File: config.mk
export PLATFORM = sky130hd
export DESIGN_NAME = phase_peak_tracker
export DESIGN_NICKNAME = d
export VERILOG_FILES = /design/src/rtl/ppt_pkg.sv /design/src/rtl/ppt_mag.sv /design/src/rtl/ppt_win_ctr.sv /design/src/rtl/ppt_peak_track.sv /design/src/rtl/phase_peak_tracker.sv
export SDC_FILE = /design/constraint.sdc
export NUM_CORES = 1
export LEC_CHECK = 0
export BUFFER_PORTS_ARGS = -buffer_cell sky130_fd_sc_hd__buf_4
export CAP_MARGIN = 15
export CORE_MARGIN = 3
export CORE_UTILIZATION = 40
export CTS_CLUSTER_SIZE = 12
export DETAILED_ROUTE_END_ITERATION = 16
export GPL_TIMING_DRIVEN = 1
export PLACE_DENSITY = 0.65
export SETUP_SLACK_MARGIN = 0.02
export SLEW_MARGIN = 20
export SYNTH_ARGS = -nofsm -noshare
export SYNTH_HDL_FRONTEND = slang
export SYNTH_SLANG_ARGS = --single-unit
export TNS_END_PERCENT = 20
File: constraint.sdc
create_clock -name clk -period 3.9 [get_ports clk]
set_clock_uncertainty 0.2 [all_clocks]
set_input_delay 0.585 -clock clk [delete_from_list [all_inputs] [get_ports clk]]
set_output_delay 0.585 -clock clk [all_outputs]
set_load 0.02 [all_outputs]
File: src/rtl/ppt_pkg.sv
package ppt_pkg;
  localparam int unsigned PPT_SAMP_W = 24;
  localparam int unsigned PPT_NPH    = 3;
  localparam int unsigned PPT_LEN_W  = 8;
  localparam int unsigned PPT_RES_W  = 32;
endpackage

File: src/rtl/ppt_mag.sv
// Magnitude of one two's-complement sample, returned as unsigned of the same width.
module ppt_mag #(
  parameter int unsigned W = 24
) (
  input  logic [W-1:0] s_i,
  output logic [W-1:0] m_o
);
  always_comb begin
    if (s_i[W-1]) m_o = (~s_i) + {{(W-1){1'b0}}, 1'b1};
    else          m_o = s_i;
  end
endmodule

File: src/rtl/ppt_win_ctr.sv
// Counts selected crossing pulses and flags the closing cycle of each window.
module ppt_win_ctr #(
  parameter int unsigned NPH   = 3,
  parameter int unsigned LEN_W = 8
) (
  input  logic             clk,
  input  logic             rst_n,
  input  logic [NPH-1:0]   zc_i,
  input  logic [NPH-1:0]   sel_i,
  input  logic [LEN_W-1:0] len_i,
  output logic             end_o
);
  localparam int unsigned HIT_W = $clog2(NPH + 1);
  localparam int unsigned SUM_W = LEN_W + HIT_W;

  logic [LEN_W-1:0] cnt_q, cnt_d;
  logic [HIT_W-1:0] hits;
  logic [SUM_W-1:0] sum;

  always_comb begin
    hits = '0;
    for (int i = 0; i < NPH; i++) begin
      hits = hits + HIT_W'(zc_i[i] & sel_i[i]);
    end
  end

  always_comb begin
    sum   = SUM_W'(cnt_q) + SUM_W'(hits);
    end_o = (hits != '0) && (sum >= SUM_W'(len_i));
    cnt_d = cnt_q;
    if (end_o)             cnt_d = '0;
    else if (hits != '0)   cnt_d = sum[LEN_W-1:0];
  end

  always_ff @(posedge clk or negedge rst_n) begin
    if (!rst_n) cnt_q <= '0;
    else        cnt_q <= cnt_d;
  end
endmodule

File: src/rtl/ppt_peak_track.sv
// Selects this cycle's strongest selected phase and folds it into the running maximum.
module ppt_peak_track #(
  parameter int unsigned W   = 24,
  parameter int unsigned NPH = 3
) (
  input  logic                  clk,
  input  logic                  rst_n,
  input  logic [NPH-1:0][W-1:0] samp_i,
  input  logic [NPH-1:0]        sel_i,
  input  logic                  end_i,
  output logic [W-1:0]          peak_o,
  output logic [NPH-1:0]        flag_o
);
  logic [NPH-1:0][W-1:0] mag;
  logic [W-1:0]          cand_mag;
  logic [NPH-1:0]        cand_flag;
  logic                  cand_vld;
  logic [W-1:0]          run_max_q, run_max_d;
  logic [NPH-1:0]        run_flag_q, run_flag_d;
  logic                  take;

  for (genvar g = 0; g < NPH; g++) begin : g_mag
    ppt_mag #(.W(W)) mag_i (.s_i(samp_i[g]), .m_o(mag[g]));
  end

  // Ascending scan with a strict compare keeps the lowest phase on a tie.
  always_comb begin
    cand_mag  = '0;
    cand_flag = '0;
    cand_vld  = 1'b0;
    for (int i = 0; i < NPH; i++) begin
      if (sel_i[i] && (!cand_vld || (mag[i] > cand_mag))) begin
        cand_mag  = mag[i];
        cand_flag = '0;
        cand_flag[i] = 1'b1;
        cand_vld  = 1'b1;
      end
    end
  end

  always_comb begin
    take   = cand_vld && ((run_flag_q == '0) || (cand_mag > run_max_q));
    peak_o = take ? cand_mag  : run_max_q;
    flag_o = take ? cand_flag : run_flag_q;
    if (end_i) begin
      run_max_d  = '0;
      run_flag_d = '0;
    end else begin
      run_max_d  = peak_o;
      run_flag_d = flag_o;
    end
  end

  always_ff @(posedge clk or negedge rst_n) begin
    if (!rst_n) begin
      run_max_q  <= '0;
      run_flag_q <= '0;
    end else begin
      run_max_q  <= run_max_d;
      run_flag_q <= run_flag_d;
    end
  end
endmodule

File: src/rtl/phase_peak_tracker.sv
module phase_peak_tracker
  import ppt_pkg::*;
#(
  parameter int unsigned SAMP_W = PPT_SAMP_W,
  parameter int unsigned NPH    = PPT_NPH,
  parameter int unsigned LEN_W  = PPT_LEN_W,
  parameter int unsigned RES_W  = PPT_RES_W
) (
  input  logic                       clk,
  input  logic                       rst_n,
  input  logic [NPH-1:0][SAMP_W-1:0] samp,
  input  logic [NPH-1:0]             zc,
  input  logic [NPH-1:0]             phase_sel,
  input  logic [LEN_W-1:0]           win_len,
  input  logic                       irq_en,
  input  logic                       stat_clr,
  output logic [RES_W-1:0]           result,
  output logic                       status,
  output logic                       irq_n
);
  localparam int unsigned PAD_W = RES_W - NPH - SAMP_W;

  logic              win_end;
  logic [SAMP_W-1:0] peak;
  logic [NPH-1:0]    flag;
  logic [RES_W-1:0]  res_q, res_d;
  logic              stat_q, stat_d;

  ppt_win_ctr #(.NPH(NPH), .LEN_W(LEN_W)) win_i (
    .clk(clk), .rst_n(rst_n), .zc_i(zc), .sel_i(phase_sel),
    .len_i(win_len), .end_o(win_end)
  );

  ppt_peak_track #(.W(SAMP_W), .NPH(NPH)) trk_i (
    .clk(clk), .rst_n(rst_n), .samp_i(samp), .sel_i(phase_sel),
    .end_i(win_end), .peak_o(peak), .flag_o(flag)
  );

  always_comb begin
    res_d  = res_q;
    stat_d = stat_q;
    if (win_end) res_d = {{PAD_W{1'b0}}, flag, peak};
    if (win_end)       stat_d = 1'b1;
    else if (stat_clr) stat_d = 1'b0;
  end

  always_ff @(posedge clk or negedge rst_n) begin
    if (!rst_n) begin
      res_q  <= '0;
      stat_q <= 1'b0;
    end else begin
      res_q  <= res_d;
      stat_q <= stat_d;
    end
  end

  assign result = res_q;
  assign status = stat_q;
  assign irq_n  = ~(stat_q & irq_en);
endmodule

---- After elaboration in Yosys (flattened, before gate mapping) ----
Index checks and enable logic that the tools add are counted.
operators by class
  $lt $le $gt $ge ......................... 4
  add/sub/neg operators ................... 6
  mux-type cells .......................... 20
  reductions and logical operators ........ 13
  bitwise logic cells ..................... 8
operators with widths
  operator               number
  $mux 24                8
  $add 24x1->24 const B  3
  $gt 24x24->1           3
  $not 24->24            3
  $mux 8                 2
  $mux 3                 4
  $ge 10x8->1            1
  $add 8x2->9            1
  $mux 1                 6
  $reduce_bool 2->1      3
  $add 2x2->2            2
  $and 1x1->1            4
  $logic_and 1x1->1      4
  $logic_not 3->1        1
  $logic_or 1x1->1       3
  $logic_not 1->1        2
  $not 1->1              1
storage, ports and cells
  flip-flop bits (word level) ............. 63
  word-level logic and storage cells ...... 56

---- Longest topological paths before layout ----
  depth in word-level cells ............... 17
  depth in mapped cells ................... 37
  gate-level depth less buffers ........... 32

---- Hierarchy ----
Synthesis repeated with hierarchy kept, for this count alone.
second synthesis, totals
  cells, all modules ...................... 878
  area, all modules ....................... 7,629.8 um2
modules (own cells, without submodules)
  module              times used  cells an instance  sequential area each (um2)  area each (um2)
  ppt_peak_track      1           494                675.6                       4,026.4
  ppt_mag             3           75                 0.0                         536.8
  phase_peak_tracker  1           67                 700.7                       1,183.6
  ppt_win_ctr         1           92                 200.2                       809.5

---- Worst setup path after synthesis ----
No wires, ideal clock.
  kind .................................... in2reg
  start point ............................. input samp[10] (netlist name)
  end point ............................... register trk_i.run_max_q[10]
  data arrival time ....................... 8.501 ns
  data required time ...................... 3.634 ns
  slack ................................... -4.867 ns
  setup time .............................. 0.066 ns
  buffers on the path ..................... 6
  stages .................................. 35
  cell sequence ........................... or4_1 > or4_1 > buf_4 > or3_4 > nor4_4 > inv_1 > ha_1 > nand4_1 > nor2_1 > a222oi_1 > or4b_4 > o21ai_4 > buf_6 > mux2i_1 > inv_1 > ha_1 > nand4_1 > or4_1 > o21ai_1 > a21oi_1 > nor3_2 > buf_2 > buf_1 > nor2_1 > a21oi_1 > ha_1 > a2111oi_0 > nand2_1 > o221ai_1 > o2111ai_1 > and2_1 > clkbuf_1 > nor2_1 > clkbuf_1 > a22o_1
between the ends
  longest elaborated chain between the ends .. 17
ends and longest elaborated chain
  what                                      line                      source
  from (decl)                               phase_peak_tracker.sv:11  input logic [NPH-1:0][SAMP_W-1:0] samp,
  $not 24->24                               ppt_mag.sv:9              if (s_i[W-1]) m_o = (~s_i) + {{(W-1){1'b0}}, 1'b1};
  $add 24x1->24                             ppt_mag.sv:9
  $mux 24 *                                 ppt_mag.sv:9
  $mux 24 *                                 ppt_peak_track.sv:32      if (sel_i[i] && (!cand_vld || (mag[i] > cand_mag))) begin
  $gt 24x24->1                              ppt_peak_track.sv:32
  $logic_or 1x1->1                          ppt_peak_track.sv:32
  $logic_and 1x1->1                         ppt_peak_track.sv:32
  $mux 24 / $mux 1 (equally long branches)  ppt_peak_track.sv:32
  (+2 left out)                             --
  $logic_and 1x1->1                         ppt_peak_track.sv:32
  $mux 24                                   ppt_peak_track.sv:32
  $gt 24x24->1                              ppt_peak_track.sv:42      take = cand_vld && ((run_flag_q == '0) || (cand_mag > run_max_q));
  $logic_or 1x1->1                          ppt_peak_track.sv:42
  $logic_and 1x1->1                         ppt_peak_track.sv:42
  $mux 24 *                                 ppt_peak_track.sv:43      peak_o = take ? cand_mag : run_max_q;
  $mux 24 *                                 ppt_peak_track.sv:45      if (end_i) begin
  named net trk_i.run_max_d[10]             ppt_peak_track.sv:18      logic [W-1:0] run_max_q, run_max_d;
  to (signal assigned)                      ppt_peak_track.sv:59      run_max_q <= run_max_d;
  to (decl)                                 ppt_peak_track.sv:18
Mark *: on every way through the listed nets, which the timed path passes. The rest lies on a longest branch.
A chain may end at the register's enable or synchronous reset.

---- Worst setup path after layout ----
  start point ............................. input samp[9] (netlist name)
  end point ............................... register res_q[12] (netlist: result[12])
between the ends
  longest elaborated chain between the ends .. 16
ends and longest elaborated chain
  what                                                    line                      source
  $not 24->24                                             ppt_mag.sv:9
  $add 24x1->24                                           ppt_mag.sv:9
  $mux 24 *                                               ppt_mag.sv:9
  $mux 24 *                                               ppt_peak_track.sv:32
  $gt 24x24->1                                            ppt_peak_track.sv:32
  $logic_or 1x1->1                                        ppt_peak_track.sv:32
  $logic_and 1x1->1                                       ppt_peak_track.sv:32
  $mux 24 / $mux 1 (equally long branches)                ppt_peak_track.sv:32
  $gt 24x24->1 / $logic_not 1->1 (equally long branches)  ppt_peak_track.sv:32
  $logic_or 1x1->1                                        ppt_peak_track.sv:32
  $logic_and 1x1->1                                       ppt_peak_track.sv:32
  $mux 24                                                 ppt_peak_track.sv:32
  $gt 24x24->1                                            ppt_peak_track.sv:42
  $logic_or 1x1->1                                        ppt_peak_track.sv:42
  $logic_and 1x1->1                                       ppt_peak_track.sv:42
  $mux 24 *                                               ppt_peak_track.sv:43
  to (signal assigned)                                    phase_peak_tracker.sv:52  res_q <= res_d;
  to (decl)                                               phase_peak_tracker.sv:26  logic [RES_W-1:0] res_q, res_d;
Every way passes the cells marked *; elsewhere a longest branch is shown, timed or not.

==> results.sh <==
export IMPL_whs_ns=0.152
export IMPL_synthMuxAreaShare_pct=5.15
export IMPL_status="finished with violations"
export IMPL_start_util_pct=41.0
export IMPL_port_buffers=118
export IMPL_die_y_um=139
export IMPL_required_ns=3.92
export IMPL_detail_route_wl_per_cell_um=16.3
export IMPL_cp_top_family="simple AND/OR/NAND/NOR gates"
export IMPL_finalSetupTns_ns=-235.25
export IMPL_antenna_found_initial=0
export IMPL_ys_warn_count=0
export IMPL_cts_max_level=3
export IMPL_ios=124
export IMPL_setup_viol=63
export IMPL_worst_path_max_fanout=7
export IMPL_dp_slack_ns=-4.99
export IMPL_place_inst=1473
export IMPL_r2r_start="win_i.cnt_q[0]$_DFFE_PN0P_"
export IMPL_slew_headroom_pct=44.1
export IMPL_synth_seq_cells=63
export IMPL_ff2ff_setup_slack_ns=0.49
export IMPL_die_x_um=139
export IMPL_core_area_sq_mm=0.0173
export IMPL_dr_pass1_iters=4
export IMPL_nNetsFinal=1471
export IMPL_synthAdderAreaFrac_pct=15.6
export IMPL_cap_violations=0
export IMPL_crit_top_cell="buf_6"
export IMPL_worst_pin_slew_ns=0.838
export IMPL_worst_slack_ns=-4.49
export IMPL_synth_cells=876
export IMPL_slew_viol_final=0
export IMPL_synth_top_family_by_area="compound AO/OA/AOI/OAI gates"
export IMPL_grt_max_degree=64
export IMPL_post_route_util_pct=66.9
export IMPL_synth_distinct_cells=76
export IMPL_slowest_delay_ns=0.55
export IMPL_die_area_sq_mm=0.0194
export IMPL_num_rows=48
export IMPL_gp_congestion=0.981
export IMPL_dp_hpwl_mm=19.3
export IMPL_holdCritPathClass="in -> async"
export IMPL_diodes=0
export IMPL_cts_tree="built"
export IMPL_clkLatencyLatePin_ns=0.33
export IMPL_viasPerCell=5.33
export IMPL_syn2layout_area_growth_pct=63.2
export IMPL_clock_fmax_mhz=119
export IMPL_clock_sinks=63
export IMPL_power_density_mw_per_mm2=502
export IMPL_overflow=0
export IMPL_synth_flop_cell="dfrtp_1"
export IMPL_synth_simple_area_share_pct=19.0
export IMPL_synth_edff_count=0
export IMPL_synthXorXnorAreaFrac_pct=8.52
export IMPL_min_period_ns=8.39
export IMPL_worst_r2r_endpoint="result[16]$_DFFE_PN0P_"
export IMPL_slowest_stage="or4_1"
export IMPL_rsz0062_at_grt="true"
export IMPL_grt_usage_pct=25.0
export IMPL_grt_pass1_vias=8228
export IMPL_syn_area_sq_mm=0.00709
export IMPL_stdcell_count=1524
export IMPL_cts_buffers_inserted=9
export IMPL_drc_errors=0
export IMPL_syn_avg_cell_area_sq_um=8.10
export IMPL_postCtsHoldBufs=0
export IMPL_max_vdd_ir_drop_uv=426
export IMPL_routed_wirelength_mm=24.9
export IMPL_p_leak_nw=5.57
export IMPL_grt_pass1_wl_mm=40.5
export IMPL_path_class="in -> reg"
export IMPL_drive_gt1_share_pct=44.3
export IMPL_synth_compound_area_share_pct=22.5
export IMPL_yosysSeqAreaShare_pct=22.2
export IMPL_clock_root_buffer="clkbuf_16"
export IMPL_period_share_pct=215
export IMPL_hold_viol_final=0
export IMPL_synthArstFlopShare_pct=100
export IMPL_path_buf_inv=8
export IMPL_r2r_cells=15
export IMPL_critPathLaunchType="input port"
export IMPL_cp_data_arrival_time_ns=8.41
export IMPL_violations="negative setup slack"
export IMPL_clockBufferDepth=2
export IMPL_worstSetupEndpointType="flop"
export IMPL_postRouteAntennaNets=0
export IMPL_clk_pin_slew_ns=0.05
export IMPL_via_count=8123
export IMPL_drt_iter0_markers=469
==> worst max path at each step <==
stage / startpoint / endpoint / slack [ns] / cells after the start
6_report: samp[9] / result[12]$_DFFE_PN0P_ / -4.49 / 36
5_1_grt: samp[9] / trk_i.run_max_q[12]$_DFF_PN0_ / -4.71 / 37
4_1_cts: samp[9] / result[12]$_DFFE_PN0P_ / -4.33 / 35
3_5_place_dp: samp[10] / result[12]$_DFFE_PN0P_ / -4.99 / 36
3_3_place_gp: samp[10] / result[12]$_DFFE_PN0P_ / -4.82 / 32
2_1_floorplan: samp[10] / result[22]$_DFFE_PN0P_ / -4.46 / 36
==> registers in the layout (all words and copies together) (netlist names) <==
register and count:
win_i.cnt_q 8, status 1, trk_i.run_flag_q 3, trk_i.run_max_q 24, result 27
==> logic make-up after synthesis <==
kind of cell	count (synthesis)
flip-flops	63
multiplexers	33
XOR/XNOR	69
buffers and inverters	119
AND/OR/NAND/NOR	270
other	1
adder cells (fa/ha/maj)	87
AO/OA/AOI/OAI	234
==> Yosys cell counts (9+ instances only) <==
| library cell | count | area [sq um] |
|---|---|---|
| ha_1 | 85 | 1060 |
| nand2_1 | 81 | 304 |
| inv_1 | 78 | 293 |
| nor2_1 | 71 | 267 |
| dfrtp_1 | 63 | 1580 |
| a21oi_1 | 55 | 275 |
| o21ai_0 | 50 | 250 |
| xnor2_1 | 43 | 377 |
| o31ai_1 | 31 | 233 |
| clkbuf_1 | 26 | 97.6 |
| xor2_1 | 26 | 228 |
| mux2i_1 | 25 | 250 |
| a22o_1 | 19 | 166 |
| nor3_1 | 16 | 80.1 |
| nand4_1 | 15 | 93.8 |
| nand3_1 | 14 | 70.1 |
| nand2b_1 | 11 | 68.8 |
| a31oi_1 | 9 | 56.3 |
| and2_1 | 9 | 56.3 |
| o41ai_1 | 9 | 78.8 |
| or4_1 | 9 | 67.6 |
==> through the flow <==
| step | area (sq um) | total power, mW |
|---|---|---|
| 3_3_place_gp | 10400 | 4.25 |
| 4_1_cts | 11200 | 5.54 |
| 2_1_floorplan | 7190 | 2.96 |
| 3_5_place_dp | 10400 | 4.32 |
| 6_report | 11600 | 5.81 |
| 5_1_grt | 11600 | 6.24 |
==> layout by cell type (no fill, tap or decap), types with 5 or more instances in the layout <==
cell and instances:
o31ai_1 26, conb_1 5, nor3_1 13, mux2i_4 5, o21ai_0 38, mux2i_1 12
inv_1 78, nand4_1 15, nand2b_1 9, nor2b_1 5, or4_1 7, a31oi_1 9
nand2_1 76, and2_1 7, a221oi_2 5, buf_4 416, o21ai_1 11, o21ai_2 6
clkbuf_16 9, o41ai_1 9, xnor2_1 42, ha_1 77, nand3_1 13, a22o_1 19
or3_1 6, nor2_1 59, dfrtp_1 63, a21oi_2 16, a21oi_1 40, mux2i_2 13
buf_12 8, ha_4 5, xor2_1 26, nor2_2 8, o211ai_1 5, nand2_2 5
buf_6 16
==> routing by layer <==
| layer | track usage (%) | up-vias | share of wire [%] | wire, um |
|---|---|---|---|---|
| li1 | - | 4009 | - | - |
| met1 | 33.1 | 3850 | 44 | 10900 |
| met2 | 44.2 | 231 | 50 | 12500 |
| met3 | 2.24 | 33 | 4.5 | 1120 |
| met4 | 6.02 | 0 | 1.5 | 374 |
| met5 | 0 | - | 0 | 0 |
==> report_power, final <==
part / switching (mW) / internal (mW)
logic: 1.95 / 1.90
clock network: 0.291 / 0.514
registers: 0.214 / 0.939
==> layout make-up <==
cell class / instances / area, sq um
fill: 1426 / 5720
multi-input combinational: 699 / 5610
timing repair buffer: 442 / 3510
sequential: 63 / 1580
inverter: 79 / 297
tap: 225 / 282
clock buffer: 12 / 246
clock inverter: 4 / 55.1
==> repair_timing <==
item / in CTS / in global routing
gates cloned: 3 / 0
gates resized for setup: 91 / 50
endpoints found under the setup margin: 63 / 63
pin swaps: 45 / 33
setup buffers: 23 / 10
(Power assumes the default switching activity.)
